==> config.mk <==
export PLATFORM = sky130hd
export DESIGN_NAME = cell_tile
export DESIGN_NICKNAME = d
export VERILOG_FILES = /design/src/rtl/cell_tile_pkg.sv /design/src/rtl/cell_cfg_chain.sv /design/src/rtl/cell_core.sv /design/src/rtl/cell_route.sv /design/src/rtl/cell_tile.sv
export SDC_FILE = /design/constraint.sdc
export NUM_CORES = 1
export LEC_CHECK = 0
export BUFFER_PORTS_ARGS = -buffer_cell sky130_fd_sc_hd__buf_4
export CAP_MARGIN = 20
export CORE_MARGIN = 4
export CORE_UTILIZATION = 60
export DETAILED_ROUTE_END_ITERATION = 12
export MAX_ROUTING_LAYER = met4
export PLACE_DENSITY = 0.79
export SYNTH_ARGS = -nofsm -noshare
export SYNTH_HDL_FRONTEND = slang
export SYNTH_HIERARCHICAL = 1
export SYNTH_SLANG_ARGS = --single-unit
==> constraint.sdc <==
create_clock -name clk -period 7.8 [get_ports clk]
set_clock_uncertainty 0.05 [all_clocks]
set_input_delay 0 -clock clk [delete_from_list [all_inputs] [get_ports clk]]
set_output_delay 0 -clock clk [all_outputs]
set_load 0.005 [all_outputs]
==> src/rtl/cell_tile_pkg.sv <==
package cell_tile_pkg;
  localparam int SIDES  = 4;
  localparam int LINES  = 4;
  localparam int NIN    = SIDES * LINES;
  localparam int SELB_W = $clog2(NIN);
  localparam int SELA_W = SELB_W + 1;
  localparam int OSEL_W = 3;
  localparam int DIR_LINE = 2;

  typedef enum logic [1:0] {MODE_FULL, MODE_LOGIC, MODE_SEQROUTE, MODE_ROUTE} mode_e;
  typedef enum logic [1:0] {OP_AND, OP_OR, OP_XOR, OP_PASS} op_e;

  typedef struct packed {
    logic [SIDES-1:0]             side_en;
    logic [SIDES-1:0][OSEL_W-1:0] side_sel;
    mode_e                        mode;
    logic                         konst;
    op_e                          op;
    logic                         inv_b;
    logic [SELB_W-1:0]            sel_b;
    logic [SELA_W-1:0]            sel_a;
  } cfg_t;

  localparam int CFG_W = $bits(cfg_t);
endpackage

==> src/rtl/cell_cfg_chain.sv <==
module cell_cfg_chain #(
  parameter int W = 31
) (
  input  logic         clk,
  input  logic         rst_n,
  input  logic         shift_en,
  input  logic         din,
  input  logic         load,
  output logic         dout,
  output logic [W-1:0] active
);
  logic [W-1:0] mst_q, mst_d, slv_q, slv_d;

  always_comb begin
    mst_d = mst_q;
    if (shift_en) mst_d = {mst_q[W-2:0], din};
    slv_d = slv_q;
    if (load) slv_d = mst_q;
  end

  always_ff @(posedge clk or negedge rst_n) begin
    if (!rst_n) begin
      mst_q <= '0;
      slv_q <= '0;
    end else begin
      mst_q <= mst_d;
      slv_q <= slv_d;
    end
  end

  assign dout   = mst_q[W-1];
  assign active = slv_q;

  // serial bit enters at position 0
  a_r2_shift_in: assert property (@(posedge clk) disable iff (!rst_n)
    shift_en |=> mst_q[0] == $past(din));
  // no movement without enable
  a_r2_idle_hold: assert property (@(posedge clk) disable iff (!rst_n)
    !shift_en |=> $stable(mst_q));
  // active stage changes only on load
  a_r3_slave_hold: assert property (@(posedge clk) disable iff (!rst_n)
    !load |=> $stable(slv_q));
endmodule

==> src/rtl/cell_core.sv <==
module cell_core
  import cell_tile_pkg::*;
(
  input  logic           clk,
  input  logic           rst_n,
  input  logic [NIN-1:0] in_bus,
  input  cfg_t           cfg,
  input  logic           srst,
  output logic           c_raw,
  output logic           c_out,
  output logic           q
);
  logic opa, opb, ff_en, q_q, q_d;

  always_comb begin
    opa = cfg.sel_a[SELA_W-1] ? cfg.konst : in_bus[cfg.sel_a[SELB_W-1:0]];
    opb = in_bus[cfg.sel_b] ^ cfg.inv_b;
    case (cfg.op)
      OP_AND:  c_raw = opa & opb;
      OP_OR:   c_raw = opa | opb;
      OP_XOR:  c_raw = opa ^ opb;
      default: c_raw = opa;
    endcase
    c_out = (cfg.mode == MODE_FULL || cfg.mode == MODE_LOGIC) ? c_raw : 1'b0;
  end

  always_comb begin
    ff_en = (cfg.mode != MODE_ROUTE);
    q_d   = q_q;
    if (srst)       q_d = 1'b0;
    else if (ff_en) q_d = c_raw;
  end

  always_ff @(posedge clk or negedge rst_n) begin
    if (!rst_n) q_q <= 1'b0;
    else        q_q <= q_d;
  end

  assign q = q_q;

  // flip-flop captures the core result when sequential part is on
  a_r7_q_follows: assert property (@(posedge clk) disable iff (!rst_n)
    (cfg.mode != MODE_ROUTE && !srst) |=> q_q == $past(c_raw));
  // clear wins in every mode
  a_r8_sync_clear: assert property (@(posedge clk) disable iff (!rst_n)
    srst |=> !q_q);
  // hold in routing-only mode
  a_r13_ff_hold: assert property (@(posedge clk) disable iff (!rst_n)
    (cfg.mode == MODE_ROUTE && !srst) |=> $stable(q_q));
endmodule

==> src/rtl/cell_route.sv <==
module cell_route
  import cell_tile_pkg::*;
(
  input  logic             clk,
  input  logic             rst_n,
  input  logic             own_c,
  input  logic             own_q,
  input  logic [SIDES-1:0] dir_in,
  input  cfg_t             cfg,
  output logic [SIDES-1:0] side_out
);
  logic c_ok, q_ok, pass_ok;

  always_comb begin
    c_ok    = (cfg.mode == MODE_FULL) || (cfg.mode == MODE_LOGIC);
    q_ok    = (cfg.mode != MODE_ROUTE);
    pass_ok = (cfg.mode != MODE_LOGIC);
  end

  for (genvar s = 0; s < SIDES; s++) begin : g_side
    logic v;
    always_comb begin
      case (cfg.side_sel[s])
        3'd0:    v = c_ok & own_c;
        3'd1:    v = q_ok & own_q;
        3'd2:    v = pass_ok & dir_in[(s+1)%SIDES];
        3'd3:    v = pass_ok & dir_in[(s+2)%SIDES];
        3'd4:    v = pass_ok & dir_in[(s+3)%SIDES];
        default: v = 1'b0;
      endcase
      side_out[s] = cfg.side_en[s] & v;
    end

    // logic-only mode never lets pass-through traffic out
    a_r11_no_pass: assert property (@(posedge clk) disable iff (!rst_n)
      (cfg.mode == MODE_LOGIC && side_out[s]) |-> (cfg.side_sel[s] < 3'd2));
    // routing-only mode never drives own results
    a_r13_no_own: assert property (@(posedge clk) disable iff (!rst_n)
      (cfg.mode == MODE_ROUTE && side_out[s]) |-> (cfg.side_sel[s] >= 3'd2));
  end
endmodule

==> src/rtl/cell_tile.sv <==
module cell_tile
  import cell_tile_pkg::*;
(
  input  logic       clk,
  input  logic       rst_n,
  input  logic [3:0] in_north,
  input  logic [3:0] in_east,
  input  logic [3:0] in_south,
  input  logic [3:0] in_west,
  input  logic       cfg_en,
  input  logic       cfg_in,
  input  logic       cfg_load,
  output logic       cfg_out,
  input  logic       ff_clr,
  output logic       c_out,
  output logic       q_out,
  output logic       out_north,
  output logic       out_east,
  output logic       out_south,
  output logic       out_west
);
  logic [1:0]       rst_sync;
  logic             rst_ni;
  logic [NIN-1:0]   in_bus;
  logic [CFG_W-1:0] cfg_bits;
  cfg_t             cfg;
  logic             c_raw;
  logic [SIDES-1:0] dir_in, side_out;

  always_ff @(posedge clk or negedge rst_n) begin
    if (!rst_n) rst_sync <= 2'b00;
    else        rst_sync <= {rst_sync[0], 1'b1};
  end
  assign rst_ni = rst_sync[1];

  assign in_bus = {in_west, in_south, in_east, in_north};
  assign cfg    = cfg_t'(cfg_bits);

  for (genvar s = 0; s < SIDES; s++) begin : g_dir
    assign dir_in[s] = in_bus[s*LINES + DIR_LINE];
  end

  cell_cfg_chain #(.W(CFG_W)) u_chain (
    .clk(clk), .rst_n(rst_ni), .shift_en(cfg_en), .din(cfg_in),
    .load(cfg_load), .dout(cfg_out), .active(cfg_bits)
  );

  cell_core u_core (
    .clk(clk), .rst_n(rst_ni), .in_bus(in_bus), .cfg(cfg), .srst(ff_clr),
    .c_raw(c_raw), .c_out(c_out), .q(q_out)
  );

  cell_route u_route (
    .clk(clk), .rst_n(rst_ni), .own_c(c_raw), .own_q(q_out),
    .dir_in(dir_in), .cfg(cfg), .side_out(side_out)
  );

  assign out_north = side_out[0];
  assign out_east  = side_out[1];
  assign out_south = side_out[2];
  assign out_west  = side_out[3];

  // outputs quiet while reset is held
  a_r1_reset_quiet: assert property (@(posedge clk)
    !rst_ni |-> (side_out == '0 && !q_out));
endmodule

==> run summary <==
The number of buffers added on ports was 28. The relative max-transition margin came out at 49.60%. By area the synthesized netlist is led by sky130_fd_sc_hd__dfrtp_1 52%, sky130_fd_sc_hd__mux2_2 23%, sky130_fd_sc_hd__mux4_2 4.3%, sky130_fd_sc_hd__mux2i_1 3.8%, sky130_fd_sc_hd__buf_6 2.5%.

For the pin with the worst max-slew slack, the measured transition is 0.7560 ns. After clock tree synthesis, the setup repair step added 0 buffers. The floorplan step defined a die boundary enclosing 6434 um^2. The final layout contains routed wiring with a total length of 5998 um.

The number of buffers on the longest clock path is 2. The run gives 0.34 ns as the clock latency at the later pin of the worst-skew pair. In this run the standard cell core region covers 5075 um^2. The effective utilization at floorplan came out at 61.66%. The completed layout was analyzed and its total power is 0.001283 W.

The commonest cells after synthesis are 65 x sky130_fd_sc_hd__dfrtp_1, 64 x sky130_fd_sc_hd__mux2_2, 12 x sky130_fd_sc_hd__mux2i_1. Once placement completed, the tool counted placed cells totaling 316. The critical setup path kind is reg2out. The run gives 1.621 nW as the static leakage.

The number of different library cells used by synthesis comes to 38. The number of antenna violations at the first check in global routing was 0; the fraction of synthesized cell area taken by the top area cell type was 51.98%. The most used flip-flop cell after synthesis was sky130_fd_sc_hd__dfrtp_1.

In this run switching power makes up 33.79% of total power. The worst path meets setup with 3.825 ns of slack. Across all register-to-register paths, the minimum setup slack is 5.06 ns.

In this run the remaining antenna-violating nets after routing total 0. The critical path goes through mux2i_1, mux4_2, a31oi_4, nand2_1, ha_1, and2_1, o32ai_1, a41o_1, nor3_1, a21o_1, a211o_2, a221oi_1, buf_4. The worst setup path is launched from a flip-flop. The power per cell area was 359.7 nW/um^2.

The largest individual stage delay along the critical path comes from the cell sky130_fd_sc_hd__dfrtp_1. The antenna diode instance count is 0. Measured along the y axis, the die boundary spans 80.22 um. Maximum frequency from static timing analysis: 0.2516 GHz. The path with the worst hold slack has its endpoint at u_chain/mst_q[25]$_DFFE_PN0P_. The worst endpoint required time is 7.75 ns, and the global-route usage over all layers is 21.08%. Of the total synthesized cell area, the portion taken by full adders, half adders and majority gates is 0.7997%. The cell depth of the worst flop-to-flop path is 9, and the data arrival time at the worst-slack endpoint is 3.92 ns.

The via total after detailed routing is 1941, and the biggest cell delay along the critical path is 0.60 ns. Number of global-route vias before repair: 1952. The number of violations reported at the end of detailed-routing iteration 0 is 131.

The kind of cell with the highest combined delay along the critical path is compound AO/OA/AOI/OAI gates. For the portion of total power attributed to combinational logic, the log shows 32.6%. Setup repair after global routing left no endpoint under its margin.

The count of buffer and inverter cells on the critical path was 1. The tools report the final count of negative-setup-slack endpoints as 0. CTS built an H-tree with a depth of 3. The number of CTS-inserted buffers is 9, and the complex-gate fraction of the synthesized area is 7.597%. Of the synthesized area, sequential elements account for 51.98%. The async set-reset flop share out of synthesis was 100.0%; the via-per-instance ratio was 5.811. For the count of yosys warnings during synthesis, the log shows 6.

After clock tree synthesis, the clock-pin slew on the worst setup and hold paths is 0.08 ns. The tools report the number of nets in the final layout as 285. The cell taking the most area after synthesis was sky130_fd_sc_hd__dfrtp_1. The run finished with clean final reports. The tools report the number of cell rows as 26. After detailed routing, the number of remaining DRC violations is 0. The run gives 0 as the count of endpoints failing hold in the final timing report. The tools report the utilization of the core after routing as 70.27%. The share of power burned in the clock network was 19.5%. After global routing the overflow that remains totals 0. Entering global routing, the biggest net connects 64 pins. Multiplexer area fraction after synthesis: 31.19%.

In this run the most critical hold path is launched from cfg_en. The fraction of final layout cells with drive strength greater than 1 came out at 45.45%. The congestion estimate from routability-driven global placement came to 0.8352. The logs give 0 for the number of pins exceeding their max-slew limit in the final report and 4.243 ns for the worst setup slack before clock tree synthesis. After routing, the total negative slack on setup checks comes to 0 ns. Max-cap violations in this run came to 0. The detailed-routing iteration count for the pre-antenna-repair pass was 4; the mean post-synth cell area was 13.97 um^2.

The synthesized-area fraction occupied by xor and xnor cells was 0.8397%. The synthesized netlist devotes 4.118% of its cell area to simple gates. The number of instances in the synthesized netlist is 224. During I/O placement, the number of pins put on the boundary was 29. Counting every sink on the clock net gives 65. The flip-flop and latch count after synthesis is 65. The most used standard cell by instance count after synthesis was sky130_fd_sc_hd__dfrtp_1.

Excluding fillers, the count of instances in the completed layout stands at 334. In this run the cell area of the synthesized design comes to 3129 um^2. For the total nets after synthesis, the log shows 248. The worst path needs 3.975 ns of the cycle, external delays included. The layout overhead on the synthesized area was 13.95%. Cell internal power was estimated by the tool at 0.0008493 W. The tree is rooted in a sky130_fd_sc_hd__clkbuf_8. The worst vdd rail ir drop was 0.0002126 V; the global-route wire length before repair was 9756 um. In this run the critical register-to-register path is captured at u_core/q$_DFFE_PN0P_.

The class of the most critical hold timing path is in2reg. The largest driver fanout on the critical path works out to 9. The number of synthesized flops with an enable pin works out to 0. TritonCTS built the clock tree. The worst setup path is captured at an output pin.

The tools report the beginning of the worst register-to-register path as u_chain/active[0]$_DFFE_PN0P_. The average wire per standard cell was 17.96 um; the switching power of the nets was 0.0004335 W. By area, the combinational part of the netlist is dominated by multiplexers. The depth of the worst hold-timing path was 2; the fraction of power consumed by sequential logic was 47.9%. The die width was 80.22 um. The ratio of final minimum period to clock period was 50.96%; the detailed placement HPWL was 3952 um.
-- routing by layer --
layer / part of all wire [%] / global-route usage, %
met1: 47 / 28.37
met2: 45 / 30.13
met3: 5.6 / 4.821
met4: 2.8 / 10.64
met5: 0 / -
-- power by group through the flow --
stage | clock network [W] | registers [W] | logic [W]
global placement | 0 | 0.000611 | 0.000391
detailed placement | 0 | 0.000619 | 0.000408
finish | 0.000250 | 0.000614 | 0.000419
global route | 0.000269 | 0.000638 | 0.000454
CTS | 0.000255 | 0.000614 | 0.000417
floorplan | 0 | 0.000573 | 0.000333
-- timing repair --
action / 4_1_cts / 5_1_grt
hold endpoints to repair: 4 / 0
resized for setup: 0 / 0
hold buffers: 4 / 0
-- state kept, by name, summed over array words and instances (netlist names) --
register	count
rst_sync	2
u_chain/active	31
u_chain/mst_q	31
u_core/q	1
-- metrics by stage --
step,hold slack (ns),cell area [um^2]
6_report,0.1418,3566
5_1_grt,0.1530,3566
4_1_cts,0.1432,3566
3_5_place_dp,-0.2669,3357
3_3_place_gp,-0.2676,3357
2_1_floorplan,-0.3456,3129
-- cell families after synthesis --
kind of cell | Yosys count
other | 1
muxes | 82
xor gates and xnor gates | 3
adders and majority gates | 2
and+or+nand+nor | 27
DFF | 65
AOI/OAI and AO/OA | 30
buffers and inverters | 14
-- layout by cell type (no fill, tap or decap), types with 2 or more instances in the layout --
master / synthesis / layout
sky130_fd_sc_hd__dfrtp_1: 65 / 64
sky130_fd_sc_hd__mux2_2: 64 / 64
sky130_fd_sc_hd__buf_4: 0 / 29
sky130_fd_sc_hd__mux2i_1: 12 / 12
sky130_fd_sc_hd__clkbuf_8: 0 / 11
sky130_fd_sc_hd__nand2_1: 9 / 9
sky130_fd_sc_hd__nor2_1: 7 / 7
sky130_fd_sc_hd__inv_1: 7 / 7
sky130_fd_sc_hd__mux4_2: 6 / 6
sky130_fd_sc_hd__a21oi_1: 5 / 5
sky130_fd_sc_hd__dlygate4sd3_1: 0 / 4
sky130_fd_sc_hd__o21ai_0: 4 / 4
sky130_fd_sc_hd__nand3_1: 3 / 3
sky130_fd_sc_hd__clkinv_2: 0 / 2
sky130_fd_sc_hd__and2_1: 2 / 2
sky130_fd_sc_hd__xor2_1: 2 / 2
sky130_fd_sc_hd__a211oi_1: 2 / 2
sky130_fd_sc_hd__ha_1: 2 / 2
sky130_fd_sc_hd__o31ai_1: 2 / 2
sky130_fd_sc_hd__a221oi_1: 2 / 2
sky130_fd_sc_hd__nor3_1: 2 / 2
sky130_fd_sc_hd__a21o_1: 2 / 2
-- cell type report --
type	count	area, um^2
flip-flops and latches	65	1628
fillers	383	1509
multi-input cells	145	1398
repair buffers	33	257.7
clock buffers	11	151.4
well taps	70	87.58
inverters	7	26.28
clock inverters	3	17.52
-- how the worst max path moves through the flow --
stage	from	to	slack, ns	cells past startpoint
finish	u_chain/active[0]$_DFFE_PN0P_	out_south	3.83	13
global route	u_chain/active[0]$_DFFE_PN0P_	out_south	3.66	13
CTS	u_chain/active[0]$_DFFE_PN0P_	out_south	3.85	13
global placement	u_chain/active[0]$_DFFE_PN0P_	out_south	4.42	13
detailed placement	u_chain/active[0]$_DFFE_PN0P_	out_south	4.24	13
floorplan	u_chain/active[0]$_DFFE_PN0P_	out_south	4.77	13
No activity file was read; power rests on OpenSTA's default activity.
